==> config.mk <==
export PLATFORM = sky130hd
export DESIGN_NAME = boot_mode_ctrl
export DESIGN_NICKNAME = d
export VERILOG_FILES = /design/src/rtl/boot_mode_pkg.sv /design/src/rtl/boot_mode_decode.sv /design/src/rtl/boot_mode_state.sv /design/src/rtl/boot_mode_fault.sv /design/src/rtl/boot_mode_ctrl.sv
export SDC_FILE = /design/constraint.sdc
export NUM_CORES = 1
export LEC_CHECK = 0
export BUFFER_PORTS_ARGS = -buffer_cell sky130_fd_sc_hd__clkbuf_2
export CAP_MARGIN = 30
export CORE_AREA = 2 2 39 41
export CTS_CLUSTER_DIAMETER = 50
export CTS_CLUSTER_SIZE = 12
export DETAILED_ROUTE_END_ITERATION = 8
export DIE_AREA = 0 0 41 43
export SYNTH_ARGS = -nofsm -noshare
export SYNTH_HDL_FRONTEND = slang
export SYNTH_HIERARCHICAL = 1
export SYNTH_SLANG_ARGS = --single-unit
==> constraint.sdc <==
create_clock -name clk -period 1.4 [get_ports clk]
set_input_delay 0.28 -clock clk [delete_from_list [all_inputs] [get_ports clk]]
set_output_delay 0.28 -clock clk [all_outputs]
set_load 0.05 [all_outputs]
==> src/rtl/boot_mode_pkg.sv <==
// Package: shared encodings for the protection-mode controller.
// Assumes two-bit instruction class codes fixed by the decode stage upstream.
package boot_mode_pkg;

    // Instruction classes as presented by the instruction decoder
    typedef enum logic [1:0] {
        CLS_ORDINARY = 2'd0,
        CLS_SERVICE  = 2'd1,
        CLS_FLAT     = 2'd2,
        CLS_SWITCH   = 2'd3
    } instr_cls_e;

    // Protection mode held by the controller
    typedef enum logic {
        PMODE_TEST = 1'b0,
        PMODE_FULL = 1'b1
    } pmode_e;

endpackage

==> src/rtl/boot_mode_decode.sv <==
// Module: boot_mode_decode
// Purely combinational legality check of one request against the current mode.
// Assumes the address is a byte address and that the test-mode window begins
// at zero and spans 2**WIN_BITS bytes.
module boot_mode_decode
    import boot_mode_pkg::*;
#(
    parameter int ADDR_W   = 24,
    parameter int WIN_BITS = 16
) (
    input  pmode_e           mode_i,
    input  logic             valid_i,
    input  instr_cls_e       cls_i,
    input  logic [ADDR_W-1:0] addr_i,
    output logic             illegal_o,
    output logic             addr_bad_o,
    output logic             switch_ok_o
);

    logic beyond_window;

    // Window compare: only exists when the address can reach past the window
    generate
        if (ADDR_W > WIN_BITS) begin : g_wide
            assign beyond_window = |addr_i[ADDR_W-1:WIN_BITS];
        end else begin : g_narrow
            assign beyond_window = 1'b0;
        end
    endgenerate

    // Class legality per mode, address window in test mode only
    always_comb begin
        illegal_o  = 1'b0;
        addr_bad_o = 1'b0;
        if (valid_i) begin
            if (mode_i == PMODE_TEST) begin
                illegal_o  = (cls_i == CLS_SERVICE) || (cls_i == CLS_FLAT);
                addr_bad_o = beyond_window;
            end else begin
                illegal_o  = (cls_i == CLS_SWITCH);
            end
        end
    end

    // Switch is honoured only when it raises no fault of either kind
    assign switch_ok_o = valid_i && (mode_i == PMODE_TEST) &&
                         (cls_i == CLS_SWITCH) && !addr_bad_o;

endmodule

==> src/rtl/boot_mode_state.sv <==
// Module: boot_mode_state
// Holds the protection mode register and produces the software-abort pulse.
// Assumes the panel request outranks any same-cycle switch instruction.
module boot_mode_state
    import boot_mode_pkg::*;
(
    input  logic   clk,
    input  logic   rst_n,
    input  logic   panel_return_i,
    input  logic   switch_ok_i,
    output pmode_e mode_o,
    output logic   sw_abort_o
);

    pmode_e mode_q;
    logic   abort_q;

    // Mode transitions: panel return first, then the software switch
    always_ff @(posedge clk) begin
        if (!rst_n) begin
            mode_q  <= PMODE_TEST;
            abort_q <= 1'b0;
        end else begin
            abort_q <= panel_return_i && (mode_q == PMODE_FULL);
            if (panel_return_i) begin
                mode_q <= PMODE_TEST;
            end else if (switch_ok_i) begin
                mode_q <= PMODE_FULL;
            end
        end
    end

    assign mode_o     = mode_q;
    assign sw_abort_o = abort_q;

endmodule

==> src/rtl/boot_mode_fault.sv <==
// Module: boot_mode_fault
// Registers the two fault flags so they appear one cycle after the strobe.
// Assumes the inputs are already qualified by the request strobe.
module boot_mode_fault (
    input  logic clk,
    input  logic rst_n,
    input  logic illegal_i,
    input  logic addr_bad_i,
    output logic illegal_o,
    output logic addr_bad_o
);

    // Capture this cycle's verdict for presentation next cycle
    always_ff @(posedge clk) begin
        if (!rst_n) begin
            illegal_o  <= 1'b0;
            addr_bad_o <= 1'b0;
        end else begin
            illegal_o  <= illegal_i;
            addr_bad_o <= addr_bad_i;
        end
    end

endmodule

==> src/rtl/boot_mode_ctrl.sv <==
// Module: boot_mode_ctrl (top)
// Protection-mode controller: starts in test mode, allows a one-way switch to
// full mode, flags illegal instructions and out-of-window accesses, and returns
// to test mode only on an operator panel request.
// Assumes one request per cycle and that instruction execution happens elsewhere.
module boot_mode_ctrl
    import boot_mode_pkg::*;
#(
    parameter int ADDR_W   = 24,
    parameter int WIN_BITS = 16
) (
    input  logic              clk,
    input  logic              rst_n,
    input  logic              panel_return_i,
    input  logic              instr_valid_i,
    input  logic [1:0]        instr_class_i,
    input  logic [ADDR_W-1:0] access_addr_i,
    output logic              mode_full_o,
    output logic              illegal_fault_o,
    output logic              addr_fault_o,
    output logic              sw_abort_o
);

    pmode_e     cur_mode;
    instr_cls_e req_cls;
    logic       illegal_now;
    logic       addr_bad_now;
    logic       switch_ok;

    assign req_cls = instr_cls_e'(instr_class_i);

    boot_mode_decode #(
        .ADDR_W   (ADDR_W),
        .WIN_BITS (WIN_BITS)
    ) u_decode (
        .mode_i      (cur_mode),
        .valid_i     (instr_valid_i),
        .cls_i       (req_cls),
        .addr_i      (access_addr_i),
        .illegal_o   (illegal_now),
        .addr_bad_o  (addr_bad_now),
        .switch_ok_o (switch_ok)
    );

    boot_mode_state u_state (
        .clk            (clk),
        .rst_n          (rst_n),
        .panel_return_i (panel_return_i),
        .switch_ok_i    (switch_ok),
        .mode_o         (cur_mode),
        .sw_abort_o     (sw_abort_o)
    );

    boot_mode_fault u_fault (
        .clk        (clk),
        .rst_n      (rst_n),
        .illegal_i  (illegal_now),
        .addr_bad_i (addr_bad_now),
        .illegal_o  (illegal_fault_o),
        .addr_bad_o (addr_fault_o)
    );

    assign mode_full_o = (cur_mode == PMODE_FULL);

endmodule

[After elaboration in Yosys (flattened, before gate mapping)]
Index checks and enable logic that the tools add are counted.
Widths: inputs -> output; s select.
Word-level totals
  flip-flop bits (word level): 4
  latch bits: 0
  memory bits (writable): 0
  ROM bits: 0
  output and inout bits: 4
  word-level logic and storage cells: 21
  memories kept: 0
Operators by class
  $add $sub $neg: 0
  $mul: 0
  divide/modulo/power cells: 0
  order comparisons: 0
  eq/ne operators: 3
  shifts and indexed selects: 0
  mux-type cells: 3
  bitwise gates (word level): 2
  reductions and logical operators: 9
Operators by type and width (count)
  $reduce_or 8->1: 1
  $eq 2x2->1 const B: 2
  $logic_and 1x1->1: 4
  $mux 1: 3
  $eq 2x1->1 const B: 1
  $not 1->1: 2
  $reduce_and 2->1: 1
  $reduce_or 2->1: 1
  $logic_not 1->1: 1
  $logic_or 1x1->1: 1

[Depth between registers and ports, before layout]
  depth after elaboration: 5
  depth in mapped cells: 5

[Hierarchy]
The synthesis kept the hierarchy.
By module, submodules not included
  boot_mode_decode: instances 1, cells each 9, area an instance 80.1 µm², seq. area each 0.0 µm²
  boot_mode_state: instances 1, cells each 5, area an instance 63.8 µm², seq. area each 40.0 µm²
  boot_mode_fault: instances 1, cells each 4, area an instance 52.6 µm², seq. area each 40.0 µm²

[Worst setup path before layout]
No wires, ideal clock.
  path type: flip-flop to flip-flop
  start point: register u_state.mode_q, in the netlist u_state/mode_o
  end point: register u_state.mode_q, in the netlist u_state/mode_o
  setup time: 0.117 ns
  data arrival time: 1.218 ns
  setup slack: 0.065 ns
  stages on the path, launching flop included: 5
  path buffers: 0
  clock period less this slack: 1.335 ns
  cells stage by stage: dfxtp_1 > and3b_1 > and3_1 > nor2_1 > nor3b_2
On the way
  longest elaborated chain between the ends: 4
  elaborated cells on any way between the ends: 7
  those cells by class: 2 x mux; 1 x bitwise; 4 x reduce/logical
RTL lines
  from (decl): line boot_mode_state.sv:15  | pmode_e mode_q;
  from (signal assigned): line boot_mode_state.sv:21  | mode_q <= PMODE_TEST;
  from (signal assigned): line boot_mode_state.sv:26  | mode_q <= PMODE_TEST;
  from (signal assigned): line boot_mode_state.sv:28  | mode_q <= PMODE_FULL;
  $mux 1 or $not 1->1 (tied branches)
  $mux 1 or $logic_and 1x1->1 (tied branches): line boot_mode_decode.sv:35, boot_mode_decode.sv:46
  $logic_not 1->1 or $logic_and 1x1->1 (tied branches): line boot_mode_decode.sv:47, boot_mode_decode.sv:46
  $logic_and 1x1->1 (*): line boot_mode_decode.sv:47  | (cls_i == CLS_SWITCH) && !addr_bad_o;
  net switch_ok: line boot_mode_ctrl.sv:28  | logic switch_ok;
The timed path passes the listed nets; every way through them passes the cells marked *.
A chain may end at the register's enable or synchronous reset.

[Final worst setup path]
  start point: register u_state.mode_q, in the netlist u_state/mode_o
  end point: output mode_full_o
RTL lines
  to (decl): line boot_mode_ctrl.sv:18  | output logic mode_full_o,
No word-level cell between the ends.

==> impl_results.md <==
* Crit path largest cell delay at about 0.4 ns
* Crit path cell chain: clkbuf_2
* Crit-path leading delay family: flip-flops
* Reg area at approximately 80 sq um
* Setup Viol. Count Final at 0
* I/O Buffers at 17
* Max Clock Skew at 0.002914 ns
* RSZ-0062 raised after global routing: no
* Die H at between 40 and 50 microns
* Largest net degree at the start of global routing at 7
* Reg2reg end: u_state/mode_o$_SDFFE_PP0P_
* Synth top area cells: dfxtp_1 (41%), nor4_2 (13%), and2_1 (6.4%)
* GRT overflow at 0
* CP max FO at 6
* Root Driver: clkbuf_4
* Sequential share of the synthesized area at 40.76%
* Commonest cells after routing, fill and taps aside: clkbuf_2 (17), dfxtp_1 (4), clkbuf_4 (3)
* Postcts setup bufs at 0
* Setup CP Type: flop to output pin
* Synth top area share at 40.76%
* Area leader, netlist: dfxtp_1
* Arr. time, crit path at approximately 0.94 ns
* Filler cells at 144
* Crit path max-delay cell type: dfxtp_1
* Row Count at 14
* R2R cell count at 4
* First-pass GRT wire length at 641 microns
* Least-Margin Pin Slew at 0.2786 ns
* R2r setup slk at 0.37 ns
* M1 GR Usage at between 7 and 8%
* Mapped Avg Cell Area at 10.91 sq um
* CTS clock-pin slew for the worst setup and hold paths at roughly 0.030 ns
* P per Cell Area at 945.7 mW/mm^2
* Antenna diodes at 0
* Final period util at 87.17%
* P_leak at around 0.00016 uW
* Worst-skew pair later-pin latency at 0.23 ns
* Core Area at ~0.0014 sq mm
* Vias per Instance at roughly 3.6
* Worst min-delay path class: input pin to flop
* Initial Util at 14.20%
* Vias in the first global route at approximately 180
* Layout cells sized above 1 at around 63%
* Max Slew Vio Count at 0
* Hold WS at around 0.24 ns
* Die X at just over 40 microns
* CTS resizes at 0
* Vias at a little under 200
* Pre-antenna DRT Iters at 2
* Final hold viol count at 0
* Hold EP: u_state/mode_o$_SDFFE_PP0P_
* Slew headroom at around four fifths
* Placer Congestion at ~0.62
* H-tree Lvls at 1
* Distinct cells, synth at 13
* # IOs at 34
* Post-Syn Nets at just under 50
* Die ar. at between 0.0015 and 0.002 sq mm
* Reg-to-Reg Start: u_state/mode_o$_SDFFE_PP0P_
* Drc violations at 0
* Nature of the critical path endpoint: output pin
* Status: completed
* Per-cell routed wire length at roughly 7.8 microns
* Starting DRC count in detailed routing at 1
* Met3 Track Usage GR at 3.141%
* CTS max path bufs at 2
* Hold wc startpoint: panel_return_i
* Total CTS buffers at 3
* Most common cell after layout, fill and taps aside: clkbuf_2
* CP bufs+invs at 1
* Layout Nets at 71
* WL final at roughly 420 microns
* Initial antenna violation count at 0
* Fin crit period at 1.220 ns
* Flops & latches, synth at 4
* Total GRT Usage at 5.806%
* Met2 usage at slightly below 6%
* Max frequency at between 0.8 and 0.9 GHz
* Layout area overhead at 64.97%
* Final instance area at 324.1 sq um
* Hold path cells at 2
* Post-CTS Hold Buffers at 0
* Startpoint types: flop
* Syn Inst Count at 18
* CTS tree: yes
* Area of the multi-input gates at approximately 120 sq um
* Max IR drop VDD at ~0.15 mV
* CP Data Required Time at 1.12 ns
* Most utilized layer in the global route result: met1
* Post-Syn Area at approximately 200 sq um
* Antenna Violating Nets Remaining at 0
* Crit. path cell count at 1
* Placed instance area at 301.5 sq um
* Setup TNS at 0 ns
* CTS sink count at 4
* Max Cap Viol at 0
* Synth Warn # at 6
-- cell type report --
type / count / share of cell area, %
Sequential cell: 4 / 24.71
Clock buffer: 3 / 6.950
Tap cell: 16 / 6.178
Multi-Input combinational cell: 14 / 35.91
Timing Repair Buffer: 17 / 26.25
-- synthesized netlist by cell type --
| cell | count |
|---|---|
| nor3b_2 | 1 |
| ha_1 | 1 |
| and3_2 | 1 |
| and3b_1 | 1 |
| a21oi_1 | 1 |
| dfxtp_1 | 4 |
| mux2i_1 | 1 |
| and2_1 | 2 |
| nor2b_1 | 1 |
| nor4_2 | 2 |
| nor2_1 | 1 |
| and3_1 | 1 |
| nand2b_1 | 1 |
-- per-layer routing --
| metal | up-vias | part of all wire (%) |
|---|---|---|
| met5 | - | 0 |
| met3 | 0 | 17 |
| met4 | 0 | 0 |
| met2 | 15 | 36 |
| li1 | 106 | - |
| met1 | 74 | 47 |
-- worst max-delay path by stage --
stage | startpoint | slack [ns] | endpoint
2_1_floorplan | u_state/mode_o$_SDFFE_PP0P_ | 0.06 | u_state/mode_o$_SDFFE_PP0P_
3_3_place_gp | instr_class_i[0] | 0.23 | u_state/mode_o$_SDFFE_PP0P_
3_5_place_dp | instr_class_i[0] | 0.21 | u_state/mode_o$_SDFFE_PP0P_
4_1_cts | u_state/mode_o$_SDFFE_PP0P_ | 0.16 | mode_full_o
5_1_grt | u_state/mode_o$_SDFFE_PP0P_ | 0.11 | mode_full_o
6_report | u_state/mode_o$_SDFFE_PP0P_ | 0.18 | mode_full_o
-- sequential cells by signal (all words and copies together), names as in the netlist --
signal              count
u_state/sw_abort_o      1
u_state/mode_o          1
u_fault/illegal_o       1
u_fault/addr_bad_o      1
-- power breakdown --
group	leakage [uW]	switching [uW]	internal, uW	total (uW)
Combinational	0.000116	25.3	22.6	47.9
Sequential	0.0000326	0.607	118	118
Clock	0.0000138	44.5	95.7	140
Total	0.000163	70.5	236	306
-- cell families after synthesis --
kind of cell,synth area share [%]
compound gates,2.545
fa+ha+maj,6.368
flops,40.77
mux,5.096
simple gates,45.23
-- stage by stage --
stage | worst slack, ns | total power (uW) | utilization [%] | cells
after floorplan | 0.06493 | 142.3 | - | 18
after global placement | 0.2296 | 167.8 | 21.79 | 51
final | 0.1797 | 306.5 | 23.42 | 54
after CTS | 0.1639 | 316.0 | 23.42 | 54
after global routing | 0.1064 | 330.2 | 23.42 | 54
after detailed placement | 0.2145 | 168.5 | 21.79 | 51
Power figures use the tool's default switching activity.
